## config.mk

```make
export PLATFORM = sky130hd
export DESIGN_NAME = nan_pick
export DESIGN_NICKNAME = d
export VERILOG_FILES = /design/src/rtl/nan_pick.sv
export SDC_FILE = /design/constraint.sdc
export NUM_CORES = 1
export LEC_CHECK = 0
export CELL_PAD_IN_SITES_DETAIL_PLACEMENT = 1
export CELL_PAD_IN_SITES_GLOBAL_PLACEMENT = 1
export CORE_ASPECT_RATIO = 1.75
export CORE_MARGIN = 3
export CORE_UTILIZATION = 31
export CTS_CLUSTER_SIZE = 20
export DETAILED_ROUTE_END_ITERATION = 7
export PLACE_DENSITY = 0.79
export SYNTH_ARGS = -nofsm -noshare
export SYNTH_HDL_FRONTEND = slang
export SYNTH_SLANG_ARGS = --single-unit
export TNS_END_PERCENT = 5
```

## constraint.sdc

```tcl
create_clock -name clk -period 1.31 [get_ports clk]
set_clock_uncertainty 0.15 [all_clocks]
set_input_delay 0.3275 -clock clk [delete_from_list [all_inputs] [get_ports clk]]
set_output_delay 0.3275 -clock clk [all_outputs]
set_load 0.01 [all_outputs]
```

## src/rtl/nan_pick.sv

```systemverilog
module nan_pick #(
  parameter int EXP_W  = 8,
  parameter int FRAC_W = 23
) (
  input  logic                      clk,
  input  logic                      rst_n,
  input  logic                      in_valid,
  input  logic [1:0]                a_kind,
  input  logic [1:0]                b_kind,
  input  logic [EXP_W+FRAC_W:0]     a_val,
  input  logic [EXP_W+FRAC_W:0]     b_val,
  input  logic [2:0]                policy,
  input  logic                      dflt_en,
  output logic [EXP_W+FRAC_W:0]     res_val,
  output logic                      res_from_b,
  output logic                      inv_flag,
  output logic                      out_valid
);
  localparam int W = 1 + EXP_W + FRAC_W;
  localparam logic [W-1:0] QBIT  = W'(1) << (FRAC_W - 1);
  localparam logic [W-1:0] CANON = {1'b0, {EXP_W{1'b1}}, 1'b1, {(FRAC_W-1){1'b0}}};

  logic a_sn, b_sn, a_qn, b_qn, a_nan, b_nan, a_big, take_b;
  logic [W-1:0] pick;

  assign a_sn  = a_kind == 2'd2;
  assign b_sn  = b_kind == 2'd2;
  assign a_qn  = a_kind == 2'd1;
  assign b_qn  = b_kind == 2'd1;
  assign a_nan = a_sn | a_qn;
  assign b_nan = b_sn | b_qn;

  assign a_big = (a_val[FRAC_W-1:0] > b_val[FRAC_W-1:0]) ||
                 ((a_val[FRAC_W-1:0] == b_val[FRAC_W-1:0]) && !a_val[W-1] && b_val[W-1]);

  always_comb begin
    case (policy)
      3'd1:    take_b = !(a_sn && !b_sn) && (b_nan || !a_nan);
      3'd2:    take_b = !a_nan;
      3'd3:    take_b = b_nan;
      3'd4: begin
        if (a_sn)      take_b = b_qn || (b_sn && !a_big);
        else if (a_qn) take_b = b_qn && !a_big;
        else           take_b = 1'b1;
      end
      default: take_b = (b_sn && !a_sn) || (!a_nan);
    endcase
  end

  assign pick = take_b ? (b_sn ? (b_val | QBIT) : b_val)
                       : (a_sn ? (a_val | QBIT) : a_val);

  always_ff @(posedge clk or negedge rst_n) begin
    if (!rst_n) begin
      res_val    <= '0;
      res_from_b <= 1'b0;
      inv_flag   <= 1'b0;
      out_valid  <= 1'b0;
    end else begin
      out_valid <= in_valid;
      if (in_valid) begin
        res_val    <= dflt_en ? CANON : pick;
        res_from_b <= take_b;
        inv_flag   <= a_sn | b_sn;
      end
    end
  end
endmodule


```

; After elaboration in Yosys (flattened, before gate mapping)
; Cells that the tools add are included.
[word_totals]
mem_count = 0
input_bits = 75
latch_bits = 0
ram_bits = 0
register_bits = 35
rom_bits = 0
output_inout_bits = 35
[classes]
div_mod_pow = 0
n_bitwise = 3
n_reduce_logical = 17
n_addsub = 0
n_shift = 0
mul = 0
n_mux = 7
n_eq_ne = 9
n_lt_le_gt_ge = 1
[ops]
columns = operator, count
row1 = $mux W32, 2
row2 = $mux W23, 2
row3 = $eq A23 B23 Y1, 1
row4 = $gt A23 B23 Y1, 1
row5 = $logic_and A1 B1 Y1, 7
row6 = $eq A3 B2 Y1 const B, 2
row7 = $logic_not A1 Y1, 6
row8 = $eq A2 B1 Y1 const B, 2
row9 = $eq A2 B2 Y1 const B, 2
row10 = $logic_or A1 B1 Y1, 4
row11 = $pmux W1 S4, 1
row12 = $eq A3 B1 Y1 const B, 1
row13 = $eq A3 B3 Y1 const B, 1
row14 = $or A1 B1 Y1, 3
row15 = $mux W1, 2

; Depth between registers and ports, before layout
; Gate-level depths: netlist (run 1).
[depth]
depth_word = 11
depth_mapped = 10

; Worst setup path after synthesis (run 1)
; OpenSTA, ideal clock, no wires.
[synth_timing]
path_kind = input -> register
start = input b_val[12]
end = register res_val[23]
setup_time_ns = 0.126
required_ns = 1.034
t_arrival_ns = 2.404
setup_slack_ns = -1.370
stages = 10
cell_sequence = inv_1 ha_1 nand4_1 nor4_2 a31oi_1 a221o_1 or2_1 buf_2 buf_6 o311a_1
[synth_via]
elab_chain_cells = 11
word_cells_on_any_way = 14
cone_classes = order compare: 1 / eq/ne: 1 / mux: 5 / reduce/logical: 7
[synth_rtl]
columns = item, line_no
row1 = from (decl), 11  ; input logic [EXP_W+FRAC_W:0] b_val,
row2 = "parallel branches: the longest is 3 deep, another holds $gt A23 B23 Y1", --
row3 = $logic_or A1 B1 Y1 (*), 33  ; assign a_big = (a_val[FRAC_W-1:0] > b_val[FRAC_W-1:0]) ||
row4 = $logic_not A1 Y1 (*), "42, 43"
row5 = "$logic_and A1 B1 Y1, on equally long branches", "43, 42"
row6 = $mux W1 / $logic_or A1 B1 Y1 (equally long branches), "43, 42"
row7 = $mux W1 (*), 42  ; if (a_sn) take_b = b_qn || (b_sn && !a_big);
row8 = $pmux W1 S4 (*), 37  ; case (policy)
row9 = $mux W32 (*), 50  ; assign pick = take_b ? (b_sn ? (b_val | QBIT) : b_val)
row10 = $mux W32 (*), 62  ; res_val <= dflt_en ? CANON : pick;
row11 = to (signal assigned), 62
row12 = to (decl), 14  ; output logic [EXP_W+FRAC_W:0] res_val,
; Every way passes the cells marked *.
; A chain may end at the register's enable or synchronous reset.

; Worst setup path after layout (run 1)
[layout_timing]
start = input a_val[14]
end = register res_val[30]
[layout_via]
elab_chain_cells = 11
word_cells_on_any_way = 14
cone_classes = order compare: 1 / eq/ne: 1 / mux: 5 / reduce/logical: 7
[layout_rtl]
columns = item, line_no
row1 = from (decl), 10  ; input logic [EXP_W+FRAC_W:0] a_val,
row2 = "parallel branches: the longest is 3 deep, another holds $gt A23 B23 Y1", --
row3 = $logic_or A1 B1 Y1 (*), 33
row4 = $logic_not A1 Y1 (*), "42, 43"
row5 = "$logic_and A1 B1 Y1, on equally long branches", "43, 42"
row6 = $mux W1 / $logic_or A1 B1 Y1 (equally long branches), "43, 42"
row7 = $mux W1 (*), 42
row8 = $pmux W1 S4 (*), 37
row9 = $mux W32 (*), 50
row10 = $mux W32 (*), 62
; Marked as above.

==> impl_metrics.json, run 1 <==
{
  "tritoncts": "built",
  "routed-via-count": 2990,
  "layout.cells.non_filler": 525,
  "grt_pass1_wl_um": 17100,
  "placed_cells": 496,
  "placeableCoreArea_um2": 7960,
  "die_w_um": 74.4,
  "detail_route.drc_violations": 0,
  "crit_fanout": 8,
  "worstMarginPinSlew_ps": 424,
  "max_freq_mhz": 369,
  "drt_pass1_iterations": 4,
  "wl_per_cell_um": 22.3,
  "fp.dieArea_um2": 9350,
  "nFillCells": 904,
  "grt_setup_unrepaired": "yes",
  "mappedNetlistNets": 381,
  "routabilityCongestion": 0.795,
  "worstHoldPathCells": 2,
  "synth_async_sr_flop_share_pct": 100,
  "timing.final.max_slew_violations": 0,
  "synthesis.instances": 279,
  "finalSetupViolCount": 38,
  "cts_sinks": 35,
  "dpl.hpwl_um": 7380,
  "r2r_start": "res_val[14]",
  "dr.first_iter.drc_count": 153,
  "finalHoldViolations": 0,
  "holdPathEnd": "res_val[7]",
  "largest_net_degree_at_the_start_of_global_routing": 33,
  "insertion_delay_ps": 280,
  "num_io_pins": 110,
  "final_period_minus_worst_setup_slack_ps": 2710,
  "final_area_um2": 4600,
  "ys_seq_elements": 35,
  "numCtsBuffers": 5,
  "number_of_antenna_violations_at_the_first_check_in_global_routing": 0,
  "violated_checks": "negative setup slack",
  "reg2regPathDepth": 2,
  "reg2reg_setup_slack_ps": 100,
  "fin_tns_setup_ps": -44610,
  "synth-seq-area-share_pct": 34.5,
  "synth_enable_flop_cells": 0,
  "rows": 43,
  "ir_drop_uv": 686,
  "worst-setup-path-type": "input port to flip-flop",
  "clockRootBuffer": "sky130_fd_sc_hd__clkbuf_16",
  "placed_cell_area_um2": 4100,
  "clk_path_buf_depth": 2,
  "most_frequently_used_flop_master_after_synthesis": "sky130_fd_sc_hd__dfrtp_1",
  "critical_path.endpoint_type": "flip-flop",
  "critical_path_arrival_ps": 2720,
  "cts_max_level": 2,
  "avgViaCountPerCell": 5.70,
  "first_global_vias": 3254,
  "regToRegEndpoint": "res_val[14]",
  "crit_required_ps": 1320,
  "grt_remaining_overflow": 0,
  "netlist_area_um2": 2540,
  "port_buffers": 109,
  "power_per_cell_area_nw_per_um2": 917,
  "detail-route-antenna-nets": 0,
  "leakagePower_nw": 2.06,
  "worstSetupStartpointType": "input port",
  "cts.clk_slew.worst_paths_ps": 60,
  "final_layout_size_suffix_gt1_share_pct": 49.5,
  "start_util_pct": 31.9,
  "nNetsFinal": 535,
  "die_span_y_um": 126,
  "total_routed_wirelength_um": 11700,
  "groute.usage.overall_pct": 24.1,
  "synth-warning-count": 0,
  "worst_min_delay_path_class": "input port to flip-flop",
  "post_synth_num_cell_types": 36,
  "post-route-util_pct": 57.7,
  "cap_viol_max_count": 0,
  "timing.final.ws_setup_ps": -1400,
  "layout_worst_path_cycle_share_pct": 207,
  "avgSynthCellArea_um2": 9.10,
  "areaGrowthSynthToFinish_pct": 81.1,
  "timing.max_slew.rel_slack_pct": 71.7,
  "worst_hold_start": "a_val[7]",
  "status": "finished, violations left"
}
[flip-flops by register name (all words and copies together), names as in the netlist]
name and cells:
out_valid 1, res_val 32, res_from_b 1, inv_flag 1
[area by class of cell]
class                   instances  area [µm²]  area share (%)
diodes                          1        2.50          0.0544
clock buffers                   7         153            3.32
clock inverters                 1        7.51           0.163
inverters                      35         159            3.46
multi-input cells             188        1860            40.5
flip-flops and latches         35         876            19.0
well taps                      90         113            2.45
repair buffers                168        1430            31.0
[placed cells by master, fill, tap and decap left out, types with 13 or more instances in the layout]
cell                              count
sky130_fd_sc_hd__buf_6               17
sky130_fd_sc_hd__buf_4               52
sky130_fd_sc_hd__nor2_1              13
sky130_fd_sc_hd__nor4_1              14
sky130_fd_sc_hd__dfrtp_1             35
sky130_fd_sc_hd__inv_2               18
sky130_fd_sc_hd__buf_2               43
sky130_fd_sc_hd__clkdlybuf4s50_1     22
sky130_fd_sc_hd__ha_4                22
sky130_fd_sc_hd__a311o_1             21
sky130_fd_sc_hd__nor2b_1             25
[where the power goes]
part           internal [W]  switching [W]
sequential          0.00122      0.0000836
clock              0.000810       0.000492
combinational      0.000837       0.000774
[routing by layer]
layer,GRT usage (%),share of wire [%]
met1,25.1,34
met2,45.6,57
met3,2.48,4.1
met5,0,0
met4,11.1,4.5
[Yosys cell counts (8+ instances only)]
cell | number | share of area, %
sky130_fd_sc_hd__or2_2 | 8 | 2.0
sky130_fd_sc_hd__a311o_1 | 21 | 8.3
sky130_fd_sc_hd__nor2_1 | 13 | 1.9
sky130_fd_sc_hd__clkbuf_1 | 17 | 2.5
sky130_fd_sc_hd__a21oi_1 | 9 | 1.8
sky130_fd_sc_hd__ha_1 | 27 | 13
sky130_fd_sc_hd__dfrtp_1 | 35 | 34
sky130_fd_sc_hd__o21ai_0 | 13 | 2.6
sky130_fd_sc_hd__o311a_1 | 8 | 3.2
sky130_fd_sc_hd__nor4_1 | 21 | 5.2
sky130_fd_sc_hd__inv_1 | 35 | 5.2
sky130_fd_sc_hd__nor2b_1 | 27 | 6.7
[kinds of logic after synthesis]
logic type	share of synthesized area (%)
flip-flops	34.5
AND/OR/NAND/NOR	20.7
buffers and inverters	9.22
adder cells (fa/ha/maj)	13.3
multiplexers	0.394
AO/OA/AOI/OAI	21.9
[per-stage QoR]
stage          worst slack (ps)  power, W  hold slack, ps
3_5_place_dp              -2040   0.00275            91.4
3_3_place_gp              -1910   0.00271            89.0
5_1_grt                   -1480   0.00442             160
2_1_floorplan             -1260   0.00194            -118
6_report                  -1400   0.00422             157
4_1_cts                   -1170   0.00410             145
[how the worst max path moves through the flow]
stage          slack, ps      start           to
3_3_place_gp       -1910   b_val[9]  res_val[23]
4_1_cts            -1170   b_val[9]  res_val[14]
3_5_place_dp       -2040   b_val[9]  res_val[23]
5_1_grt            -1480  a_val[21]  res_val[30]
2_1_floorplan      -1260   b_val[9]  res_val[23]
6_report           -1400  a_val[14]  res_val[30]
[worst max-delay path: stages]
cell	delay, ps
sky130_fd_sc_hd__buf_6	100
sky130_fd_sc_hd__ha_4	270
sky130_fd_sc_hd__nand4_1	150
sky130_fd_sc_hd__buf_4	190
sky130_fd_sc_hd__nor4_4	340
sky130_fd_sc_hd__a31oi_2	180
sky130_fd_sc_hd__a221o_1	360
sky130_fd_sc_hd__or2_4	310
sky130_fd_sc_hd__buf_12	160
sky130_fd_sc_hd__o311a_1	320
[repair_timing]
action | in CTS | in global routing
cloned | 1 | 1
gates resized for setup | 350 | 28
hold buffers | 1 | 0
buffers inserted | 11 | 6
hold endpoints to repair | 11 | 0
setup endpoints to repair | 69 | 48
pin swaps | 40 | 29
Note: power is estimated with default switching activity, not from simulation.
==> run 2, diff against run 1 <==
--- a/config.mk
+++ b/config.mk
@@ -13,6 +13,7 @@
 export CTS_CLUSTER_SIZE = 20
 export DETAILED_ROUTE_END_ITERATION = 7
 export PLACE_DENSITY = 0.79
+export SETUP_SLACK_MARGIN = 0.5
 export SYNTH_ARGS = -nofsm -noshare
 export SYNTH_HDL_FRONTEND = slang
 export SYNTH_SLANG_ARGS = --single-unit
==> run 2 against run 1 <==
Net effect: the flow finishes with violations (negative hold slack, negative setup slack); design area increased by 1.9%; die area unchanged; hold slack got worse by 310 ps; critical endpoint is now res_val[3].
==> impl_metrics.json, run 2 (synthesis results as in run 1) <==
{
  "status": "finished, violations left",
  "violated_checks": "negative hold slack, negative setup slack",
  "ir_drop_uv": 624,
  "clockRootBuffer": "sky130_fd_sc_hd__clkbuf_16",
  "final_area_um2": 4690,
  "rows": 43,
  "tritoncts": "built",
  "use_met1_pct": 28.9,
  "placed_cells": 495,
  "crit_family": "compound AO/OA/AOI/OAI gates",
  "critPathSlowestCell": "sky130_fd_sc_hd__nor4_4",
  "dr.first_iter.drc_count": 195,
  "routed-via-count": 2935,
  "power_per_cell_area_nw_per_um2": 904,
  "critical_path.endpoint_type": "flip-flop",
  "first_global_vias": 3403,
  "critical_path_arrival_ps": 2700,
  "wl_per_cell_um": 23.2,
  "regToRegEndpoint": "res_val[18]",
  "critical-path-max-stage-delay_ps": 420,
  "routabilityCongestion": 0.784,
  "start_util_pct": 31.9,
  "layout.cells.non_filler": 526,
  "groute.usage.overall_pct": 26.6,
  "port_buffers": 109,
  "max_ffs_per_register": 32,
  "cts_sinks": 35,
  "detail_route.drc_violations": 0,
  "max_freq_mhz": 373,
  "groute.layer.met3.usage_pct": 3.19,
  "grt_remaining_overflow": 0,
  "clk_path_buf_depth": 2,
  "placeableCoreArea_um2": 7960,
  "cp_cell_sequence": "buf_8 > inv_12 > ha_4 > nand4_1 > nor4_4 > a31oi_2 > a221o_1 > or2_4 > buf_6 > a311o_1",
  "crit_required_ps": 1330,
  "final_period_minus_worst_setup_slack_ps": 2680,
  "die_span_y_um": 126,
  "final_layout_size_suffix_gt1_share_pct": 52.4,
  "r2r_start": "res_val[18]",
  "leakagePower_nw": 2.06,
  "insertion_delay_ps": 290,
  "finalSetupViolCount": 40,
  "drt_pass1_iterations": 4,
  "largest_net_degree_at_the_start_of_global_routing": 36,
  "critPathBufInv": 3,
  "worst-setup-path-type": "input port to flip-flop",
  "die_w_um": 74.4,
  "worstSetupStartpointType": "input port",
  "nNetsFinal": 536,
  "grtUsageMet2_pct": 48.6,
  "timing.final.max_slew_violations": 0,
  "timing.final.ws_setup_ps": -1370,
  "mostFrequentLayoutCells": "sky130_fd_sc_hd__buf_4, sky130_fd_sc_hd__buf_2, sky130_fd_sc_hd__dfrtp_1",
  "cts.clk_slew.worst_paths_ps": 60,
  "cap_viol_max_count": 0,
  "finalHoldViolations": 35,
  "worstMarginPinSlew_ps": 324,
  "reg2reg_setup_slack_ps": 140,
  "areaGrowthSynthToFinish_pct": 84.6,
  "worst_min_delay_path_class": "input port to async pin",
  "placed_cell_area_um2": 4110,
  "numCtsBuffers": 5,
  "global_route.peak_usage_layer": "met2",
  "num_io_pins": 110,
  "finalHoldWorstSlack_ps": -151,
  "number_of_antenna_violations_at_the_first_check_in_global_routing": 1,
  "layout_worst_path_cycle_share_pct": 204,
  "grt_pass1_wl_um": 18700,
  "fin_tns_setup_ps": -42350,
  "reg2regPathDepth": 2,
  "registers.top_by_ff_count": "res_val",
  "layout.cells.most_common": "sky130_fd_sc_hd__buf_4",
  "cts_max_level": 2,
  "dpl.hpwl_um": 7290,
  "total_routed_wirelength_um": 12200,
  "avgViaCountPerCell": 5.58,
  "detail-route-antenna-nets": 0,
  "crit_start": "b_val[9]",
  "fp.dieArea_um2": 9350,
  "timing.max_slew.rel_slack_pct": 78.2,
  "grt_setup_unrepaired": "yes",
  "crit_fanout": 7
}
## run 2: worst max-delay path by stage
stage | end | slack [ps] | cells after the start
global route | res_val[3] | -1410 | 10
finish | res_val[3] | -1370 | 10
CTS | res_val[3] | -1160 | 10
detailed placement | res_val[23] | -1970 | 10
floorplan | res_val[23] | -1260 | 10
global placement | res_val[23] | -1900 | 10
## run 2: final cells by class
| class | instances | area, µm² |
|---|---|---|
| flip-flops and latches | 35 | 876 |
| repair buffers | 169 | 1440 |
| inverters | 35 | 164 |
| diodes | 1 | 2.50 |
| multi-input cells | 188 | 1940 |
| clock buffers | 5 | 125 |
| clock inverters | 3 | 23.8 |
| well taps | 90 | 113 |
| fillers | 869 | 3280 |
## run 2: metal layers
layer / part of all wire (%) / wire length [µm]
met1: 35 / 4290
met2: 58 / 7100
met3: 3.1 / 374
met4: 3.6 / 444
met5: 0 / 0
## run 2: worst register-to-register path: stages (launching register included)
cell	delay (ps)
sky130_fd_sc_hd__dfrtp_1	400
sky130_fd_sc_hd__nor2b_1	160
sky130_fd_sc_hd__a311o_1	340
## run 2: per-stage QoR
stage / worst slack (ps) / util [%] / hold WS [ps] / power [W]
after CTS: -1160 / 57.6 / -142 / 0.00412
after floorplan: -1260 / - / -118 / 0.00194
after detailed placement: -1970 / 51.6 / 165 / 0.00276
after global routing: -1410 / 58.8 / -137 / 0.00443
after global placement: -1900 / 51.6 / 158 / 0.00272
final: -1370 / 58.8 / -151 / 0.00424
## run 2: power by group
part	switching, W	internal [W]
combinational	0.000804	0.000872
clock	0.000535	0.000712
sequential	0.0000919	0.00122
total	0.00143	0.00281
## run 2: repair_timing
action                                 4_1_cts  5_1_grt
buffers inserted                            16        4
pin swaps                                   75        6
endpoints found under the hold margin       35       35
setup endpoints to repair                   70       70
gates resized for setup                    401       18
cloned                                       2        0
==> run 3, diff against run 2 <==
--- a/config.mk
+++ b/config.mk
@@ -5,6 +5,7 @@
 export SDC_FILE = /design/constraint.sdc
 export NUM_CORES = 1
 export LEC_CHECK = 0
+export CAP_MARGIN = 20
 export CELL_PAD_IN_SITES_DETAIL_PLACEMENT = 1
 export CELL_PAD_IN_SITES_GLOBAL_PLACEMENT = 1
 export CORE_ASPECT_RATIO = 1.75
@@ -13,7 +14,7 @@
 export CTS_CLUSTER_SIZE = 20
 export DETAILED_ROUTE_END_ITERATION = 7
 export PLACE_DENSITY = 0.79
-export SETUP_SLACK_MARGIN = 0.5
+export SETUP_SLACK_MARGIN = 0.2
 export SYNTH_ARGS = -nofsm -noshare
 export SYNTH_HDL_FRONTEND = slang
 export SYNTH_SLANG_ARGS = --single-unit
==> run 3 against run 2 <==
Net effect: the flow finishes with violations (negative setup slack); non-clock buffer count decreased by 3; setup slack got worse by 44 ps; register-to-register slack improved by 20 ps; global-route usage decreased by 2.5 points; design area decreased by 0.59%; wire length decreased by 6.3%; via count decreased by 0.61%; combinational power about the same; clock power increased by 3%; critical path depth unchanged; count of clock-buffer cells in the layout increased by 2; fmax decreased by 1.6%.
==> impl_metrics.json, run 3 (synthesis results as in run 1) <==
{
  "status": "finished, violations left",
  "violated_checks": "negative setup slack",
  "largest_net_degree_at_the_start_of_global_routing": 33,
  "fp.dieArea_um2": 9350,
  "cap_viol_max_count": 0,
  "worst_min_delay_path_class": "input port to flip-flop",
  "worstHoldPathCells": 2,
  "reg2regPathDepth": 2,
  "dr.first_iter.drc_count": 151,
  "finalSetupViolCount": 33,
  "detail-route-antenna-nets": 0,
  "clockRootBuffer": "sky130_fd_sc_hd__clkbuf_16",
  "nNetsFinal": 533,
  "final_layout_size_suffix_gt1_share_pct": 49.8,
  "wl_per_cell_um": 21.9,
  "layout.cells.non_filler": 522,
  "dpl.hpwl_um": 7380,
  "die_w_um": 74.4,
  "regToRegEndpoint": "res_val[14]",
  "tritoncts": "built",
  "port_buffers": 109,
  "crit_required_ps": 1380,
  "worst_hold_start": "a_val[7]",
  "critical_path_arrival_ps": 2790,
  "worstSetupStartpointType": "input port",
  "areaGrowthSynthToFinish_pct": 83.5,
  "worst-setup-path-type": "input port to flip-flop",
  "groute.usage.overall_pct": 24.0,
  "ir_drop_uv": 648,
  "placement.setup.worst_slack_ps": -2040,
  "timing.final.ws_setup_ps": -1410,
  "number_of_antenna_violations_at_the_first_check_in_global_routing": 0,
  "routabilityCongestion": 0.795,
  "nFillCells": 897,
  "final_period_minus_worst_setup_slack_ps": 2720,
  "last_element_of_the_critical_path": "res_val[19]",
  "fin_tns_setup_ps": -43720,
  "grt_remaining_overflow": 0,
  "power_per_cell_area_nw_per_um2": 912,
  "num_io_pins": 110,
  "worstMarginPinSlew_ps": 432,
  "placeableCoreArea_um2": 7960,
  "max_freq_mhz": 367,
  "grt_setup_unrepaired": "yes",
  "total_routed_wirelength_um": 11400,
  "max_ffs_per_register": 32,
  "layout_worst_path_cycle_share_pct": 208,
  "registers.top_by_ff_count": "res_val",
  "leakagePower_nw": 2.07,
  "cts.clk_slew.worst_paths_ps": 60,
  "insertion_delay_ps": 280,
  "mostFrequentLayoutCells": "sky130_fd_sc_hd__buf_4, sky130_fd_sc_hd__dfrtp_1, sky130_fd_sc_hd__buf_2",
  "numCtsBuffers": 5,
  "cts_sinks": 35,
  "grt_pass1_wl_um": 17100,
  "critical_path.endpoint_type": "flip-flop",
  "rows": 43,
  "timing.final.max_slew_violations": 0,
  "cts_max_level": 2,
  "r2r_start": "res_val[14]",
  "finalHoldViolations": 0,
  "crit_start": "b_val[9]",
  "crit_fanout": 32,
  "layout.cells.most_common": "sky130_fd_sc_hd__buf_4",
  "first_global_vias": 3299,
  "drt_pass1_iterations": 4,
  "detail_route.drc_violations": 0,
  "placed_cells": 496,
  "post-route-util_pct": 58.5,
  "die_span_y_um": 126,
  "start_util_pct": 31.9,
  "reg2reg_setup_slack_ps": 160,
  "insertedDiodeCount": 0,
  "avgViaCountPerCell": 5.59,
  "timing.max_slew.rel_slack_pct": 70.9,
  "routed-via-count": 2917,
  "clk_path_buf_depth": 2
}
[run 3: changes by cell type in the layout (fill, tap and decap cells not counted), moves of 3 or more]
cell and delta:
sky130_fd_sc_hd__buf_2 -10, sky130_fd_sc_hd__buf_6 -4, sky130_fd_sc_hd__clkdlybuf4s15_2 +4, sky130_fd_sc_hd__nor4_1 +4, sky130_fd_sc_hd__ha_2 +3
[run 3: layout make-up]
cell class	instances	area (µm²)	area share [%]
inverters	35	159	3.41
repair buffers	166	1480	31.7
multi-input cells	188	1870	40.2
clock inverters	1	7.51	0.161
clock buffers	7	153	3.28
well taps	90	113	2.42
flip-flops and latches	35	876	18.8
[run 3: through the flow]
| step | hold WS, ps | instance area [µm²] | total power [W] |
|---|---|---|---|
| after floorplan | -118 | 2710 | 0.00194 |
| after global placement | 89.0 | 4100 | 0.00271 |
| after detailed placement | 91.4 | 4100 | 0.00275 |
| after CTS | 145 | 4460 | 0.00413 |
| after global routing | 158 | 4660 | 0.00446 |
| final | 161 | 4660 | 0.00425 |
[run 3: how the worst min path moves through the flow]
stage                       end  slack [ps]
finish               res_val[7]         160
global route        res_val[10]         160
CTS                  res_val[9]         140
detailed placement  res_val[30]          90
global placement    res_val[30]          90
floorplan              inv_flag        -120
[run 3: where the power goes]
part | switching (W) | total (W) | internal (W) | leakage, nW
clock network | 0.000484 | 0.00129 | 0.000809 | 0.0761
registers | 0.0000858 | 0.00131 | 0.00122 | 0.425
logic | 0.000769 | 0.00165 | 0.000878 | 1.57
total | 0.00134 | 0.00425 | 0.00291 | 2.07
[run 3: worst max-delay path, stage by stage]
cell	delay, ps
sky130_fd_sc_hd__buf_8	90
sky130_fd_sc_hd__inv_12	30
sky130_fd_sc_hd__ha_4	260
sky130_fd_sc_hd__nand4_1	250
sky130_fd_sc_hd__nor4_4	440
sky130_fd_sc_hd__a31oi_2	150
sky130_fd_sc_hd__a221o_1	360
sky130_fd_sc_hd__buf_4	280
sky130_fd_sc_hd__nor4_1	430
sky130_fd_sc_hd__a311o_1	170
[run 3: routing by layer]
metal	track usage [%]	vias to the layer above	share of wire, %
met2	45.5	108	58
met1	25.2	1444	35
li1	-	1334	-
met5	0	-	0
met4	10.5	0	3.8
met3	2.64	31	3.6
[run 3: repair_timing]
item / in CTS / in global routing
setup endpoints to repair: 69 / 93
gates resized for setup: 357 / 39
hold buffers: 1 / 0
cloned: 1 / 1
setup buffers: 11 / 4
hold endpoints to repair: 11 / 0
pin swaps: 40 / 30
